<file path="config.mk">
export PLATFORM = sky130hd
export DESIGN_NAME = cache_policy_ctrl
export DESIGN_NICKNAME = d
export VERILOG_FILES = /design/src/rtl/cpc_pkg.sv /design/src/rtl/cpc_cfg.sv /design/src/rtl/cpc_room.sv /design/src/rtl/cpc_decide.sv /design/src/rtl/cache_policy_ctrl.sv
export SDC_FILE = /design/constraint.sdc
export NUM_CORES = 1
export LEC_CHECK = 0
export CAP_MARGIN = 20
export CORE_AREA = 2 2 39 41
export DETAILED_ROUTE_END_ITERATION = 10
export DIE_AREA = 0 0 41 43
export DONT_BUFFER_PORTS = 1
export PLACE_DENSITY = 0.73
export SETUP_SLACK_MARGIN = 0.1
export SYNTH_ARGS = -nofsm -noshare
export SYNTH_HDL_FRONTEND = slang
export SYNTH_SLANG_ARGS = --single-unit
</file>
<file path="constraint.sdc">
create_clock -name clk -period 4.2 [get_ports clk]
set_input_delay 0.21 -clock clk [delete_from_list [all_inputs] [get_ports clk]]
set_output_delay 0.21 -clock clk [all_outputs]
set_load 0.005 [all_outputs]
</file>
<file path="src/rtl/cpc_pkg.sv">
package cpc_pkg;

    // probe codes (bit 1 set means the tag array refused the access)
    localparam logic [1:0] PRB_HIT  = 2'd0;
    localparam logic [1:0] PRB_MISS = 2'd1;

    // response status codes
    localparam logic [1:0] ST_HIT  = 2'd0;
    localparam logic [1:0] ST_MISS = 2'd1;
    localparam logic [1:0] ST_RSV  = 2'd2;

    // write-hit policy codes
    localparam logic [2:0] WH_BACK  = 3'd0;
    localparam logic [2:0] WH_THRU  = 3'd1;
    localparam logic [2:0] WH_EVICT = 3'd2;
    localparam logic [2:0] WH_SPLIT = 3'd3;

    // largest number of queue pushes one access can make
    localparam int MAX_REQ = 3;

    typedef struct packed {
        logic [2:0] hit_pol;
        logic       alloc;
        logic       err;
    } cfg_t;

    typedef struct packed {
        logic       valid;
        logic [1:0] status;
        logic       push_wr;
        logic       push_fill;
        logic       push_wb;
        logic       touch;
        logic       dirty;
        logic       inval;
    } result_t;

endpackage

</file>
<file path="src/rtl/cpc_cfg.sv">
module cpc_cfg
    import cpc_pkg::*;
(
    input  logic       clk,
    input  logic       rst_n,
    input  logic [2:0] hit_code_i,
    input  logic       alloc_i,
    output cfg_t       cfg_o
);
    cfg_t cfg_d, cfg_q;

    always_comb begin
        cfg_d = cfg_q;
        if (!rst_n) begin
            cfg_d.hit_pol = hit_code_i;
            cfg_d.alloc   = alloc_i;
            cfg_d.err     = (hit_code_i > WH_SPLIT);
        end
    end

    always_ff @(posedge clk) begin
        cfg_q <= cfg_d;
    end

    assign cfg_o = cfg_q;
endmodule

</file>
<file path="src/rtl/cpc_room.sv">
module cpc_room
    import cpc_pkg::*;
#(
    parameter int MQ_DEPTH = 8,
    localparam int CW = $clog2(MQ_DEPTH + 1)
) (
    input  logic [CW-1:0]      used_i,
    output logic [MAX_REQ:1]   room_o
);
    // room_o[k] is set when k more requests fit in the queue
    for (genvar k = 1; k <= MAX_REQ; k++) begin : g_room
        assign room_o[k] = (32'(used_i) + 32'(k)) <= 32'(MQ_DEPTH);
    end
endmodule

</file>
<file path="src/rtl/cpc_decide.sv">
module cpc_decide
    import cpc_pkg::*;
(
    input  logic             valid_i,
    input  logic             write_i,
    input  logic             atomic_i,
    input  logic             local_i,
    input  logic [1:0]       probe_i,
    input  logic             victim_dirty_i,
    input  logic             mshr_hit_i,
    input  logic             mshr_avail_i,
    input  logic [MAX_REQ:1] room_i,
    input  cfg_t             cfg_i,
    output result_t          res_o
);
    logic [2:0] eff_pol;
    logic       wb_ok;

    always_comb begin
        eff_pol = cfg_i.hit_pol;
        if (cfg_i.hit_pol == WH_SPLIT) begin
            eff_pol = local_i ? WH_BACK : WH_EVICT;
        end
        wb_ok = victim_dirty_i && !mshr_hit_i && (cfg_i.hit_pol != WH_THRU);

        res_o = '0;
        if (valid_i) begin
            res_o.valid  = 1'b1;
            res_o.status = ST_RSV;
            if (!cfg_i.err && !probe_i[1]) begin
                if (write_i && probe_i == PRB_HIT) begin
                    unique case (eff_pol)
                        WH_BACK: begin
                            res_o.status = ST_HIT;
                            res_o.touch  = 1'b1;
                            res_o.dirty  = 1'b1;
                        end
                        WH_THRU: if (room_i[1]) begin
                            res_o.status  = ST_HIT;
                            res_o.touch   = 1'b1;
                            res_o.push_wr = 1'b1;
                        end
                        default: if (room_i[1]) begin
                            res_o.status  = ST_HIT;
                            res_o.inval   = 1'b1;
                            res_o.push_wr = 1'b1;
                        end
                    endcase
                end else if (write_i) begin
                    if (!cfg_i.alloc) begin
                        if (room_i[1]) begin
                            res_o.status  = ST_MISS;
                            res_o.push_wr = 1'b1;
                        end
                    end else if (room_i[3] && mshr_avail_i) begin
                        res_o.status    = ST_MISS;
                        res_o.push_wr   = 1'b1;
                        res_o.push_fill = !mshr_hit_i;
                        res_o.push_wb   = wb_ok;
                    end
                end else if (probe_i == PRB_HIT) begin
                    res_o.status = ST_HIT;
                    res_o.touch  = 1'b1;
                    res_o.dirty  = atomic_i;
                end else if (room_i[2] && mshr_avail_i) begin
                    res_o.status    = ST_MISS;
                    res_o.push_fill = !mshr_hit_i;
                    res_o.push_wb   = wb_ok;
                end
            end
        end
    end
endmodule

</file>
<file path="src/rtl/cache_policy_ctrl.sv">
module cache_policy_ctrl
    import cpc_pkg::*;
#(
    parameter int MQ_DEPTH = 8,
    localparam int CW = $clog2(MQ_DEPTH + 1)
) (
    input  logic          clk,
    input  logic          rst_n,
    input  logic [2:0]    cfg_wr_hit_i,
    input  logic          cfg_wr_alloc_i,
    input  logic          acc_valid_i,
    input  logic          acc_write_i,
    input  logic          acc_atomic_i,
    input  logic          acc_local_i,
    input  logic [1:0]    probe_i,
    input  logic          victim_dirty_i,
    input  logic          mshr_hit_i,
    input  logic          mshr_avail_i,
    input  logic [CW-1:0] mq_used_i,
    output logic          rsp_valid_o,
    output logic [1:0]    rsp_status_o,
    output logic          push_write_o,
    output logic          push_fill_o,
    output logic          push_wb_o,
    output logic          line_touch_o,
    output logic          line_dirty_o,
    output logic          line_inval_o,
    output logic          cfg_err_o
);
    cfg_t              cfg;
    logic [MAX_REQ:1]  room;
    result_t           dec_res;
    result_t           rsp_d, rsp_q;

    cpc_cfg u_cfg (
        .clk        (clk),
        .rst_n      (rst_n),
        .hit_code_i (cfg_wr_hit_i),
        .alloc_i    (cfg_wr_alloc_i),
        .cfg_o      (cfg)
    );

    cpc_room #(.MQ_DEPTH(MQ_DEPTH)) u_room (
        .used_i (mq_used_i),
        .room_o (room)
    );

    cpc_decide u_decide (
        .valid_i        (acc_valid_i),
        .write_i        (acc_write_i),
        .atomic_i       (acc_atomic_i),
        .local_i        (acc_local_i),
        .probe_i        (probe_i),
        .victim_dirty_i (victim_dirty_i),
        .mshr_hit_i     (mshr_hit_i),
        .mshr_avail_i   (mshr_avail_i),
        .room_i         (room),
        .cfg_i          (cfg),
        .res_o          (dec_res)
    );

    always_comb begin
        rsp_d = dec_res;
    end

    always_ff @(posedge clk) begin
        if (!rst_n) rsp_q <= '0;
        else        rsp_q <= rsp_d;
    end

    assign rsp_valid_o  = rsp_q.valid;
    assign rsp_status_o = rsp_q.status;
    assign push_write_o = rsp_q.push_wr;
    assign push_fill_o  = rsp_q.push_fill;
    assign push_wb_o    = rsp_q.push_wb;
    assign line_touch_o = rsp_q.touch;
    assign line_dirty_o = rsp_q.dirty;
    assign line_inval_o = rsp_q.inval;
    assign cfg_err_o    = cfg.err;
endmodule

</file>
; ---- Yosys cells after proc, flatten, opt, wreduce, memory -nomap -nowiden
; Cells that the tools add are included.
[word_totals]
reg_bits = 14
latch_bits = 0
ram_bits = 0
rom_bits = 0
input_bits = 19
out_inout_bits = 10
word_cells = 70
n_memories = 0
[op_classes]
addsub = 3
mul = 0
n_div = 0
order_cmp = 4
n_eq_ne = 3
shift = 0
muxes = 28
n_bitwise = 4
reduce_logical = 16
[ops]
columns = op, count
row1 = less-or-equal comparator 32 x 4 -> 1 bit (second input constant), 3
row2 = two-way mux 2 bit, 13
row3 = two-way mux 3 bit, 5
row4 = adder 4 x 2 -> 5 bit (second input constant), 2
row5 = two-way mux 9 bit, 1
row6 = two-way mux 8 bit, 1
row7 = logical AND 1 bit, 6
row8 = two-way mux 1 bit, 6
row9 = OR reduction 6 bit, 1
row10 = adder 4 x 1 -> 5 bit (second input constant), 1
row11 = two-way mux 5 bit, 1
row12 = NOT 1 bit, 4
row13 = OR reduction 4 bit, 1
row14 = equality test 3 x 1 -> 1 bit (second input constant), 1
row15 = equality test 3 x 2 -> 1 bit (second input constant), 1
row16 = greater-than comparator 3 x 2 -> 1 bit (second input constant), 1
row17 = zero test 1 bit, 3
row18 = zero test 3 bit, 1
row19 = != test 3 x 1 -> 1 bit (second input constant), 1
row20 = AND reduction 3 bit, 1
row21 = zero test 2 bit, 1
row22 = case mux 1 bit (2 select lines), 1
row23 = AND reduction 2 bit, 1
row24 = OR reduction 2 bit, 1

; ---- Longest topological paths before layout
[depth]
depth_word = 9
depth_mapped = 7
ltp_nobuf = 7

; ---- Modules after synthesis
; A second synthesis with hierarchy kept.
[hier_totals]
cells_unflattened = 79
area_unflattened_um2 = 735.7
[modules_own_cells]
columns = module, n_inst, cells_per_inst, area_each_um2, seq_area_each_um2
row1 = cache_policy_ctrl, 1, 18, 236.5, 180.2
row2 = cpc_decide, 1, 37, 230.2, 0.0
row3 = cpc_cfg, 1, 7, 157.7, 150.1
row4 = cpc_room, 1, 17, 111.4, 0.0

; ---- Least setup slack after synthesis
; No wires, ideal clock.
[synth_path]
path_kind = flip-flop to flip-flop
from = register u_cfg.cfg_q (netlist bit u_cfg.cfg_o[2])
to = register rsp_q (netlist bit rsp_status_o[1])
setup_ps = 128
arrival_ps = 1238
required_time_ps = 4072
path_slack_ps = 2834
path_stages_with_launch = 6
path_buffers = 0
period_less_slack_ps = 1366
path_cell_list = edfxtp_1 > or2_2 > a21oi_1 > nor2b_1 > a211oi_1 > o22ai_1
[synth_via]
elab_chain_len = 6
[synth_lines]
columns = element, line
row1 = "start, declared", cpc_cfg.sv:10  ; cfg_t cfg_d, cfg_q;
row2 = "start signal, assigned", cpc_cfg.sv:22  ; cfg_q <= cfg_d;
row3 = equality test 3 x 2 -> 1 bit, cpc_decide.sv:21  ; if (cfg_i.hit_pol == WH_SPLIT) begin
row4 = two-way mux 3 bit *, cpc_decide.sv:21
row5 = zero test 3 bit *, cpc_decide.sv:32  ; unique case (eff_pol)
row6 = two-way mux 2 bit *, -
row7 = two-way mux 3 bit *, cpc_decide.sv:31  ; if (write_i && probe_i == PRB_HIT) begin
row8 = two-way mux 8 bit *, cpc_decide.sv:30  ; if (!cfg_i.err && !probe_i[1]) begin
row9 = "end signal, assigned", cache_policy_ctrl.sv:68  ; else rsp_q <= rsp_d;
row10 = "end, declared", cache_policy_ctrl.sv:33  ; result_t rsp_d, rsp_q;
; Mark *: on every way between the ends. The rest lies on a longest branch, timed or not.
; A chain may end at the register's enable or synchronous reset.

; ---- Final worst setup path
; Same ends and word-level chain as after synthesis.

==> Flow_metrics.wiki <==
{| class="wikitable"
! Metric !! Value
|-
| Clock Path Buffers || 2
|-
| Sum of negative setup slack || 0 ns
|-
| Initial DRC count || 5
|-
| Mean instance size in the synthesized netlist || about 10 sq um
|-
| Reg2Reg Capture Point || rsp_status_o[1]$_SDFF_PN0_
|-
| Combinational Power Share || 9.7%
|-
| Internal power || approximately 210 uW
|-
| Final count of hold timing violations || 0
|-
| Leading cell type in the layout, fill and taps excluded || sky130_fd_sc_hd__dfxtp_1
|-
| Highest net fanout along the worst path || 4
|-
| RR Startpoint || u_cfg.cfg_o[2]$_DFFE_PN_
|-
| Slowest cell on crit path || sky130_fd_sc_hd__edfxtp_1
|-
| Number of max-cap violations || 0
|-
| Clock tree from TritonCTS || built
|-
| Commonest cells after routing, fill and taps aside || sky130_fd_sc_hd__dfxtp_1, sky130_fd_sc_hd__nand2_1, sky130_fd_sc_hd__a21oi_1, sky130_fd_sc_hd__nand2b_1, sky130_fd_sc_hd__edfxtp_1
|-
| Class of the tightest hold or removal check || in2reg
|-
| Max-slew violation total from the final report || 0
|-
| FMAX || a little under 700 MHz
|-
| Buffer type at the clock tree root || sky130_fd_sc_hd__clkbuf_4
|-
| Share of layout cells above drive strength 1 || under 10%
|-
| Number of I/O port buffers || 0
|-
| Net switching share of the total power || approximately 22%
|-
| Buffer count from post-CTS setup fixing || 0
|-
| GR Util All Layers || between 10% and 20%
|-
| Number of global-route vias before repair || about 470
|-
| Horizontal die dimension || between 40 and 50 um
|-
| Die outline height || about 43 um
|-
| Pin count of the biggest net entering global routing || 9
|-
| Worst setup timing slack at the placement stage || around 2.7 ns
|-
| CP max stage delay || 0.42 ns
|-
| Transition at the pin with the smallest max-transition slack || approximately 0.3 ns
|-
| Number of remaining DRC errors || 0
|-
| Number of enable-type register cells in the synthesized netlist || 5
|-
| Depth of the worst register-to-register path || 5
|-
| Synthesis-stage register bit count || 14
|-
| Startpoint type of the worst setup path || register
|-
| Cell types occupying the most area after synthesis || sky130_fd_sc_hd__dfxtp_1, sky130_fd_sc_hd__edfxtp_1, sky130_fd_sc_hd__nand2b_1, sky130_fd_sc_hd__a21oi_1, sky130_fd_sc_hd__ha_1
|-
| Part of the Yosys area used for sequential elements || 45.8%
|-
| 1st-pass router iterations || 4
|-
| Source-to-sink clock delay at the later pin of the worst-skew pair || around 0.28 ns
|-
| Final worst-path cycle share || 34.7%
|-
| Area fraction of the dominant cell type after synthesis || 25.0%
|-
| HPWL Detailed || 964 um
|-
| Signal arrival time at the worst endpoint || approximately 1.6 ns
|-
| RSZ-0062 raised after global routing || no
|-
| I/O pin total || 29
|-
| CTS H-tree depth || 1
|-
| Net Sw Power || 58.6 uW
|-
| Std cell rows || 14
|-
| Count of distinct cell types in the synthesized netlist || 31
|-
| Leakage power figure || around 0.00028 uW
|-
| Vias/cell || 5.64
|-
| Cell chain of the critical path || or2_2, a21oi_1, nor2b_1, a211oi_1, o22ai_1
|-
| P per Cell Area || ~360 mW/mm^2
|-
| Run status || completed
|-
| Timing startpoint of the critical path || u_cfg.cfg_o[2]$_DFFE_PN_
|-
| Ys async rst share || 0%
|-
| Antenna-violating nets left || 0
|-
| Overall routed net length || ~1.2 mm
|-
| Syn Std Cell Area || 722 sq um
|-
| Area of the core || 0.00138 sq mm
|-
| Diodes inserted || 0
|-
| Post-synth top area cell || sky130_fd_sc_hd__dfxtp_1
|-
| Gates resized, CTS repair || 0
|-
| Number of antenna violations at the first check in global routing || 0
|-
| Initial cell density of the core || between 50% and 60%
|-
| Number of cells produced by synthesis || 74
|-
| Final layout net count || 97
|-
| End of the critical path || rsp_status_o[1]$_SDFF_PN0_
|-
| Area of the die || around 0.0018 sq mm
|-
| CP Data Required Time || between 4 and 5 ns
|-
| Maximum vdd ir drop || roughly 210 uV
|-
| Yosys warns || 0
|-
| Slew headroom || approximately four fifths
|-
| Power share of the clock group || roughly 35%
|-
| Mapped Nets || 95
|-
| Clock sink count || 14
|-
| Leftover overflow at the end of global routing || 0
|-
| Wirelength per Cell || 13.4 um
|-
| Share of power burned in registers || around 56%
|-
| Area growth syn-to-layout || 5.72%
|-
| Clock tree skew after final layout || 0.00490 ns
|-
| Worst reg2reg setup slack || approximately 2.7 ns
|-
| Top_reg_cell synth || sky130_fd_sc_hd__dfxtp_1
|-
| CTS buffer count || 3
|-
| Critical path capture point type || register
|-
| GPL Wtd Cong || approximately 0.75
|-
| Post-CTS clock slew at the launch and capture registers of the worst setup and hold paths || 0.08 ns
|-
| Via count of the routed design || 513
|-
| Number of buffers inserted for hold repair after clock tree synthesis || 0
|-
| Wire length of the first global-routing pass || between 1.5 and 2 mm
|-
| Crit path setup slack, layout || 2.74 ns
|-
| Period minus WS final || between 1 and 1.5 ns
|-
| Final setup viols || 0
|-
| Worst setup path class || reg2reg
|}
-- sequential cells by signal (all words and copies together) (netlist names) --
name,flops
line_inval_o,1
rsp_valid_o,1
u_cfg.cfg_o,5
push_wb_o,1
line_dirty_o,1
push_write_o,1
line_touch_o,1
push_fill_o,1
rsp_status_o,2
-- metrics by stage --
| step | power [uW] | hold slack (ns) | cell area [sq um] | instances | utilization [%] |
|---|---|---|---|---|---|
| 2_1_floorplan | 179 | 0.309 | 722 | 74 | - |
| 3_3_place_gp | 181 | 0.309 | 727 | 87 | 52.5 |
| 3_5_place_dp | 181 | 0.309 | 727 | 87 | 52.5 |
| 4_1_cts | 274 | 0.00510 | 763 | 91 | 55.2 |
| 5_1_grt | 283 | 0.00509 | 763 | 91 | 55.2 |
| 6_report | 271 | 0.00956 | 763 | 91 | 55.2 |
-- how the worst min path moves through the flow --
| stage | from | end | slack [ns] | cells after the start |
|---|---|---|---|---|
| floorplan | cfg_wr_alloc_i | u_cfg.cfg_o[1]$_DFFE_PN_ | 0.31 | 0 |
| global placement | acc_write_i | line_touch_o$_SDFF_PN0_ | 0.31 | 1 |
| detailed placement | cfg_wr_hit_i[0] | u_cfg.cfg_o[2]$_DFFE_PN_ | 0.31 | 0 |
| CTS | acc_write_i | line_touch_o$_SDFF_PN0_ | 0.005 | 1 |
| global route | acc_write_i | line_touch_o$_SDFF_PN0_ | 0.005 | 1 |
| finish | acc_write_i | line_touch_o$_SDFF_PN0_ | 0.01 | 1 |
-- cell families (layout without fill, tap and decap cells) --
| group | Yosys count | after routing | synth area share (%) |
|---|---|---|---|
| simple gates | 31 | 31 | 24.4 |
| fa+ha+maj | 2 | 2 | 3.47 |
| compound gates | 16 | 16 | 15.3 |
| flops | 14 | 14 | 45.8 |
| xor+xnor | 3 | 3 | 4.68 |
| mux | 2 | 2 | 2.77 |
| buf+inv | 6 | 7 | 3.64 |
-- power groups by stage --
stage | Combinational (uW) | Clock (uW) | Sequential (uW)
floorplan | 25.6 | 0 | 153
global placement | 26.1 | 0 | 154
detailed placement | 26.4 | 0 | 155
CTS | 26.7 | 96.3 | 151
global route | 29.7 | 100 | 153
finish | 26.4 | 93.5 | 151
-- final cells by class --
cell class	instances	area [sq um]
fill	124	621
clock buffer	4	36.3
multi-input combinational	54	365
tap	16	20.0
inverter	3	11.3
sequential	14	330
-- cell usage after synthesis (2+ instances only) --
master	instances
sky130_fd_sc_hd__o22ai_1	2
sky130_fd_sc_hd__nor2b_1	2
sky130_fd_sc_hd__clkbuf_1	2
sky130_fd_sc_hd__o21ai_0	4
sky130_fd_sc_hd__nand4b_1	2
sky130_fd_sc_hd__ha_1	2
sky130_fd_sc_hd__inv_1	3
sky130_fd_sc_hd__dfxtp_1	9
sky130_fd_sc_hd__nor3_1	2
sky130_fd_sc_hd__nor2_1	3
sky130_fd_sc_hd__nand2_1	5
sky130_fd_sc_hd__edfxtp_1	5
sky130_fd_sc_hd__mux2i_1	2
sky130_fd_sc_hd__nand3_1	4
sky130_fd_sc_hd__nand2b_1	5
sky130_fd_sc_hd__nand3b_1	3
sky130_fd_sc_hd__a21oi_1	5
-- critical path, delay by kind of cell, from the launching register on --
kind | cells | cell delay, ns
compound gates | 3 | 0.56
simple gates | 2 | 0.39
flops | 1 | 0.42
-- routing by layer --
metal | GRT usage (%) | up-vias | part of all wire, %
met1 | 19.8 | 223 | 43
met2 | 24.1 | 21 | 45
met4 | 6.00 | 0 | 1.5
met5 | 0 | - | 0
li1 | - | 264 | -
met3 | 11.0 | 5 | 10
(Power assumes the default switching activity.)
